**src/rtl/coef_dbuf_pkg.sv**
```systemverilog
package coef_dbuf_pkg;
  localparam int CTRL_SWITCH_BIT = 0;
  localparam int CTRL_ADAPT_BIT  = 2;

  // Bank the host window lands in: the idle bank when adaptive, else A.
  function automatic logic host_bank(input logic adaptive, input logic live);
    return adaptive ? ~live : 1'b0;
  endfunction

  // Bank the filter reads: the live bank when adaptive, else A.
  function automatic logic read_bank(input logic adaptive, input logic live);
    return adaptive ? live : 1'b0;
  endfunction
endpackage

```
**src/rtl/coef_dbuf_bank.sv**
```systemverilog
module coef_dbuf_bank #(
  parameter int NUM_COEF   = 10,
  parameter int COEF_BYTES = 2,
  parameter int AW         = 5,
  parameter int IW         = 4
) (
  input  logic                    clk,
  input  logic                    rst_n,
  input  logic                    we,
  input  logic [AW-1:0]           addr,
  input  logic [7:0]              wdata,
  input  logic [IW-1:0]           rd_idx,
  output logic [8*COEF_BYTES-1:0] rd_word
);
  localparam int NB = NUM_COEF * COEF_BYTES;
  localparam logic [AW:0] NB_L = (AW+1)'(NB);
  localparam logic [IW:0] NC_L = (IW+1)'(NUM_COEF);

  logic [7:0] mem [NB];
  logic       addr_ok;
  logic       idx_ok;

  assign addr_ok = ({1'b0, addr} < NB_L);
  assign idx_ok  = ({1'b0, rd_idx} < NC_L);

  always_ff @(posedge clk) begin
    if (!rst_n) begin
      for (int i = 0; i < NB; i++) mem[i] <= '0;
    end else if (we && addr_ok) begin
      mem[addr] <= wdata;
    end
  end

  // Lowest byte address holds the most significant byte.
  always_comb begin
    rd_word = '0;
    if (idx_ok) begin
      for (int b = 0; b < COEF_BYTES; b++)
        rd_word[(COEF_BYTES-1-b)*8 +: 8] = mem[AW'(int'(rd_idx)*COEF_BYTES + b)];
    end
  end
endmodule

```
**src/rtl/coef_dbuf_swap.sv**
```systemverilog
module coef_dbuf_swap
  import coef_dbuf_pkg::*;
(
  input  logic       clk,
  input  logic       rst_n,
  input  logic       ctrl_we,
  input  logic [7:0] ctrl_wdata,
  input  logic       sample_stb,
  output logic       adaptive,
  output logic       pending,
  output logic       live,
  output logic       swap_evt,
  output logic       cancel_evt
);
  logic req_ok;

  assign cancel_evt = ctrl_we && !ctrl_wdata[CTRL_ADAPT_BIT];
  assign swap_evt   = pending && sample_stb && !cancel_evt;
  assign req_ok     = ctrl_we && ctrl_wdata[CTRL_SWITCH_BIT]
                      && ctrl_wdata[CTRL_ADAPT_BIT] && !pending;

  always_ff @(posedge clk) begin
    if (!rst_n) begin
      adaptive <= 1'b0;
      pending  <= 1'b0;
      live     <= 1'b0;
    end else begin
      if (ctrl_we) adaptive <= ctrl_wdata[CTRL_ADAPT_BIT];
      if (cancel_evt) begin
        pending <= 1'b0;
        live    <= 1'b0;
      end else if (swap_evt) begin
        pending <= 1'b0;
        live    <= ~live;
      end else if (req_ok) begin
        pending <= 1'b1;
      end
    end
  end

  // the live bank moves only on a strobe with a pending flag, or on a cancel
  a_r5_swap_on_strobe: assert property (@(posedge clk) disable iff (!rst_n)
    (live != $past(live)) |-> ($past(sample_stb && pending) || $past(ctrl_we && !ctrl_wdata[CTRL_ADAPT_BIT])));

  // a strobe with a pending flag clears it at the next edge
  a_r5_flag_clears: assert property (@(posedge clk) disable iff (!rst_n)
    (pending && sample_stb) |=> !pending);

  // a repeated request while pending, without a strobe, changes nothing
  a_r6_repeat_ignored: assert property (@(posedge clk) disable iff (!rst_n)
    (pending && !sample_stb && ctrl_we && ctrl_wdata[CTRL_SWITCH_BIT] && ctrl_wdata[CTRL_ADAPT_BIT])
    |=> (pending && $stable(live)));

  // outside adaptive operation no flag is held and bank A is live
  a_r3_idle_when_off: assert property (@(posedge clk) disable iff (!rst_n)
    !adaptive |-> (!pending && !live));
endmodule

```
**src/rtl/coef_dbuf_top.sv**
```systemverilog
module coef_dbuf_top
  import coef_dbuf_pkg::*;
#(
  parameter int NUM_COEF   = 10,
  parameter int COEF_BYTES = 2,
  localparam int NB        = NUM_COEF * COEF_BYTES,
  localparam int AW        = $clog2(NB),
  localparam int IW        = $clog2(NUM_COEF),
  localparam int CW        = 8 * COEF_BYTES
) (
  input  logic          clk,
  input  logic          rst_n,
  input  logic          ctrl_we,
  input  logic [7:0]    ctrl_wdata,
  output logic [7:0]    ctrl_rdata,
  input  logic          cw_we,
  input  logic [AW-1:0] cw_addr,
  input  logic [7:0]    cw_wdata,
  input  logic          sample_stb,
  input  logic [IW-1:0] filt_idx,
  output logic [CW-1:0] filt_coef,
  output logic          live_bank
);
  logic          adaptive, pending, live, swap_evt, cancel_evt;
  logic          wr_bank;
  logic [1:0]    bank_we;
  logic [CW-1:0] bank_word [2];
  logic          unused_ctrl_bits;

  assign unused_ctrl_bits = ^{ctrl_wdata[7:3], ctrl_wdata[1]};

  coef_dbuf_swap u_swap (
    .clk        (clk),
    .rst_n      (rst_n),
    .ctrl_we    (ctrl_we),
    .ctrl_wdata (ctrl_wdata),
    .sample_stb (sample_stb),
    .adaptive   (adaptive),
    .pending    (pending),
    .live       (live),
    .swap_evt   (swap_evt),
    .cancel_evt (cancel_evt)
  );

  assign wr_bank   = host_bank(adaptive, live);
  assign live_bank = read_bank(adaptive, live);

  for (genvar g = 0; g < 2; g++) begin : g_bank
    assign bank_we[g] = cw_we && (wr_bank == 1'(g));
    coef_dbuf_bank #(
      .NUM_COEF   (NUM_COEF),
      .COEF_BYTES (COEF_BYTES),
      .AW         (AW),
      .IW         (IW)
    ) u_bank (
      .clk     (clk),
      .rst_n   (rst_n),
      .we      (bank_we[g]),
      .addr    (cw_addr),
      .wdata   (cw_wdata),
      .rd_idx  (filt_idx),
      .rd_word (bank_word[g])
    );
  end

  assign filt_coef  = bank_word[live_bank];
  assign ctrl_rdata = {5'b0, adaptive, 1'b0, pending};

  // in adaptive operation the host never writes the bank the filter reads
  a_r4_write_idle_bank: assert property (@(posedge clk) disable iff (!rst_n)
    ((bank_we[0] && !live_bank) || (bank_we[1] && live_bank)) |-> !adaptive);

  // outside adaptive operation bank B is neither written nor read
  a_r3_bank_b_unused: assert property (@(posedge clk) disable iff (!rst_n)
    !adaptive |-> (!bank_we[1] && !live_bank));

  // the readback flag and the swap event agree
  a_r5_swap_needs_flag: assert property (@(posedge clk) disable iff (!rst_n)
    swap_evt |-> (ctrl_rdata[0] && sample_stb));

  // a cancel leaves bank A live and nothing pending
  a_r8_cancel_result: assert property (@(posedge clk) disable iff (!rst_n)
    cancel_evt |=> (!live_bank && !ctrl_rdata[0]));
endmodule

```
**config.mk**
```make
export PLATFORM = sky130hd
export DESIGN_NAME = coef_dbuf_top
export DESIGN_NICKNAME = d
export VERILOG_FILES = /design/src/rtl/coef_dbuf_pkg.sv /design/src/rtl/coef_dbuf_bank.sv /design/src/rtl/coef_dbuf_swap.sv /design/src/rtl/coef_dbuf_top.sv
export SDC_FILE = /design/constraint.sdc
export NUM_CORES = 1
export LEC_CHECK = 0
export BUFFER_PORTS_ARGS = -buffer_cell sky130_fd_sc_hd__buf_2
export CAP_MARGIN = 20
export CORE_UTILIZATION = 35
export DETAILED_ROUTE_END_ITERATION = 6
export PLACE_DENSITY_LB_ADDON = 0.3
export REMOVE_ABC_BUFFERS = 1
export SYNTH_ARGS = -nofsm -noshare
export SYNTH_HDL_FRONTEND = slang
export SYNTH_SLANG_ARGS = --single-unit
```
**constraint.sdc**
```tcl
create_clock -name clk -period 2.2 [get_ports clk]
set_input_delay 0.44 -clock clk [delete_from_list [all_inputs] [get_ports clk]]
set_output_delay 0.44 -clock clk [all_outputs]
set_load 0.05 [all_outputs]
```
==> results.tsv <==
metric	value	unit
ctsHoldBuffers	0	
ys_seq_area_share	65.31	%
drc	0	
ios	55	
path_buf_inv	3	
drv_cap	0	
dieWidth	227.2	um
drtIter0Drc	663	
worst_pin_slew	0.5603	ns
end_kind	primary output	
status	complete, but fails checks	
clk_latency	0.56	ns
nNetsFinal	1499	
ys.flop_type	edfxtp_1	
fmax	414.4	MHz
track_usage	17.77	%
crit_fanout	2	
met2_usage	29.89	%
filler_cell_count	4592	
port_buffers	42	
core	50070	um2
cts_sinks	387	
power_density	759.0	nW/um2
finalCriticalPeriod	2.413	ns
slew_headroom	62.51	%
rsz0062_at_grt	true	
htreeDepth	2	
async_flop_share	0	%
die_h	227.2	um
met1_usage	23.17	%
setup_ws	-0.2132	ns
setup_viol	16	
drt_first_pass_iters	5	
path_cells	nand2_4 > inv_2 > buf_6 > a21oi_2 > nand4_1 > a21oi_4 > buf_6	
die-area	51610	um2
grt_pass1_wl	66.80	mm
grt_max_degree	49	
grt_antenna_before_repair	2	
areaGrowthSynthToFinish	26.03	%
layout_worst_path_cycle_share	109.7	%
multi_input_area	6674	um2
yosys.cell_types.count	36	
leakage	8.411	nW
wl_per_cell	20.67	um
cp-start-kind	flip-flop	
syn_area	17750	um2
synth_area_per_cell	14.03	um2
hp-class	in2reg	
peakVddDrop	0.0005799	V
met3_usage	2.697	%
path_clk_slew	0.06	ns
synth_edf_count	384	
overflow	0	
fin_skew	0.02003	ns
stdcell_area	22370	um2
syn_inst	1265	
drv_slew	0	
fin_tns_setup	-2.564	ns
drive_above_1_share	29.45	%
stdcell_count	2167	
yosys_warnings	0	
post-dp-hpwl	28.63	mm
required	1.76	ns
ant_nets	0	
wl	44.80	mm
grt_pass1_vias	10890	
crit_arrival	1.97	ns
crit_slowest_cell	dfxtp_2	
initial_core_util	35.45	%
regArea	11590	um2
cts-root-buf	clkbuf_16	
place_area	19840	um2
cts_tree	done	
viasPerCell	4.892	
vias	10600	
busiest_layer	met2	
critPathMaxStageDelay	0.33	ns
fp-row-count	82	
dp.cells	2083	
max-clock-path-buffers	3	
path_common_cell	buf_6	
crit_type	reg2out	
numCtsBuffers	40	
hold_violations	0	
finalWeightedCongestion	0.8517	
path_delay_family	buffers and inverters	
violations	setup timing	
ys_seq_elements	387	
[timing repair]
| item | CTS | global route |
|---|---|---|
| cloned | 4 | 2 |
| resized for setup | 169 | 65 |
| pin swaps | 41 | 27 |
| setup endpoints to repair | 16 | 16 |
| setup buffers | 4 | 14 |
| endpoints found under the hold margin | 0 | 0 |
[synth_stat cells, drive strengths merged (3+ instances only)]
cell / instances / share of area (%)
edfxtp: 384 / 65
and2: 322 / 11
mux2i: 116 / 6.5
o21ai: 58 / 1.7
clkbuf: 51 / 1.1
a21oi: 48 / 1.4
buf: 45 / 1.9
mux2: 45 / 2.9
nor2: 42 / 1.1
a22oi: 33 / 1.4
nand2: 29 / 0.63
nand3: 22 / 0.68
mux4: 16 / 2.0
o2111ai: 15 / 0.74
o22ai: 15 / 0.53
nor2b: 6 / 0.21
dfxtp: 3 / 0.34
nand2b: 3 / 0.11
[per-layer routing]
layer / vias to the layer above / routed length (um)
met4: 2 / 1255
met1: 5293 / 19390
met3: 74 / 2139
met2: 246 / 22010
met5: - / 8
li1: 4986 / -
[registers in the layout (all words and copies together) (netlist names)]
signal and cells:
u_swap.live 1, u_swap.adaptive 1, g_bank.u_bank.mem 384, u_swap.pending 1
[area by class of cell]
| type | instances | area share [%] |
|---|---|---|
| Sequential cell | 387 | 51.83 |
| Multi-Input combinational cell | 849 | 29.84 |
| Timing Repair Buffer | 189 | 8.878 |
| Clock buffer | 47 | 4.783 |
| Tap cell | 672 | 3.759 |
| Clock inverter | 20 | 0.8615 |
| Inverter | 2 | 0.03356 |
| Antenna cell | 1 | 0.01119 |
[worst min-delay path: stages]
cell	delay, ns
buf_2	0.09
mux2i_1	0.06
nor2b_1	0.09
[stage by stage]
stage / util, % / hold slack [ns] / setup slack, ns / total power [mW]
detailed placement: 39.63 / 0.6283 / -0.6842 / 10.16
global route: 44.67 / 0.1970 / -0.2537 / 17.44
CTS: 43.75 / 0.1351 / -0.2216 / 16.99
floorplan: - / 0.5389 / -1.025 / 9.335
finish: 44.67 / 0.1572 / -0.2132 / 16.98
global placement: 39.63 / 0.6181 / -0.6933 / 10.15
[path summary, 6_finish.rpt]
kind | from | cells after the start | slack (ns) | end
min | ctrl_wdata[2] | 3 | 0.16 | u_swap.adaptive
min reg2reg | u_swap.pending | 3 | 0.64 | u_swap.live
max reg2reg | u_swap.adaptive | 5 | 0.20 | g_bank[1].u_bank.mem[2][6]
max | u_swap.live | 7 | -0.21 | filt_coef[14]
[power breakdown]
part | leakage [nW] | total, mW | internal (mW) | switching [mW]
Combinational | 3.88 | 1.82 | 0.728 | 1.09
Sequential | 3.92 | 8.52 | 8.43 | 0.0923
Clock | 0.619 | 6.64 | 3.83 | 2.81
Total | 8.41 | 17.0 | 13.0 | 3.99
[cells in the final DEF, fill, tap and decap left out, types with 5 or more instances in the layout]
master / instances
nor2_2: 9
mux2_4: 7
nand2_1: 25
buf_6: 27
clkinv_2: 6
edfxtp_1: 384
mux2_2: 38
o21ai_0: 41
mux2i_1: 116
nand3_2: 12
mux4_2: 16
a22oi_1: 15
clkbuf_1: 5
o2111ai_2: 11
nor2b_1: 5
clkinv_1: 6
buf_12: 28
o22ai_1: 5
a21oi_1: 6
nor2_1: 31
a21oi_2: 23
o21ai_2: 11
o22ai_2: 6
and2_1: 321
a22oi_2: 18
buf_2: 22
a21oi_4: 19
nand3_1: 10
conb_1: 70
clkbuf_16: 44
buf_4: 101
[kinds of logic (layout without fill, tap and decap cells)]
| family | count (synthesis) | in the layout | share of synthesized area [%] |
|---|---|---|---|
| flip-flops | 387 | 387 | 65.31 |
| XOR/XNOR | 1 | 1 | 0.04936 |
| buffers and inverters | 98 | 258 | 3.046 |
| other | 1 | 71 | 0.02113 |
| AND/OR/NAND/NOR | 432 | 432 | 14.47 |
| multiplexers | 177 | 177 | 11.43 |
| AO/OA/AOI/OAI | 169 | 169 | 5.675 |
No activity file was read; power rests on OpenSTA's default activity.
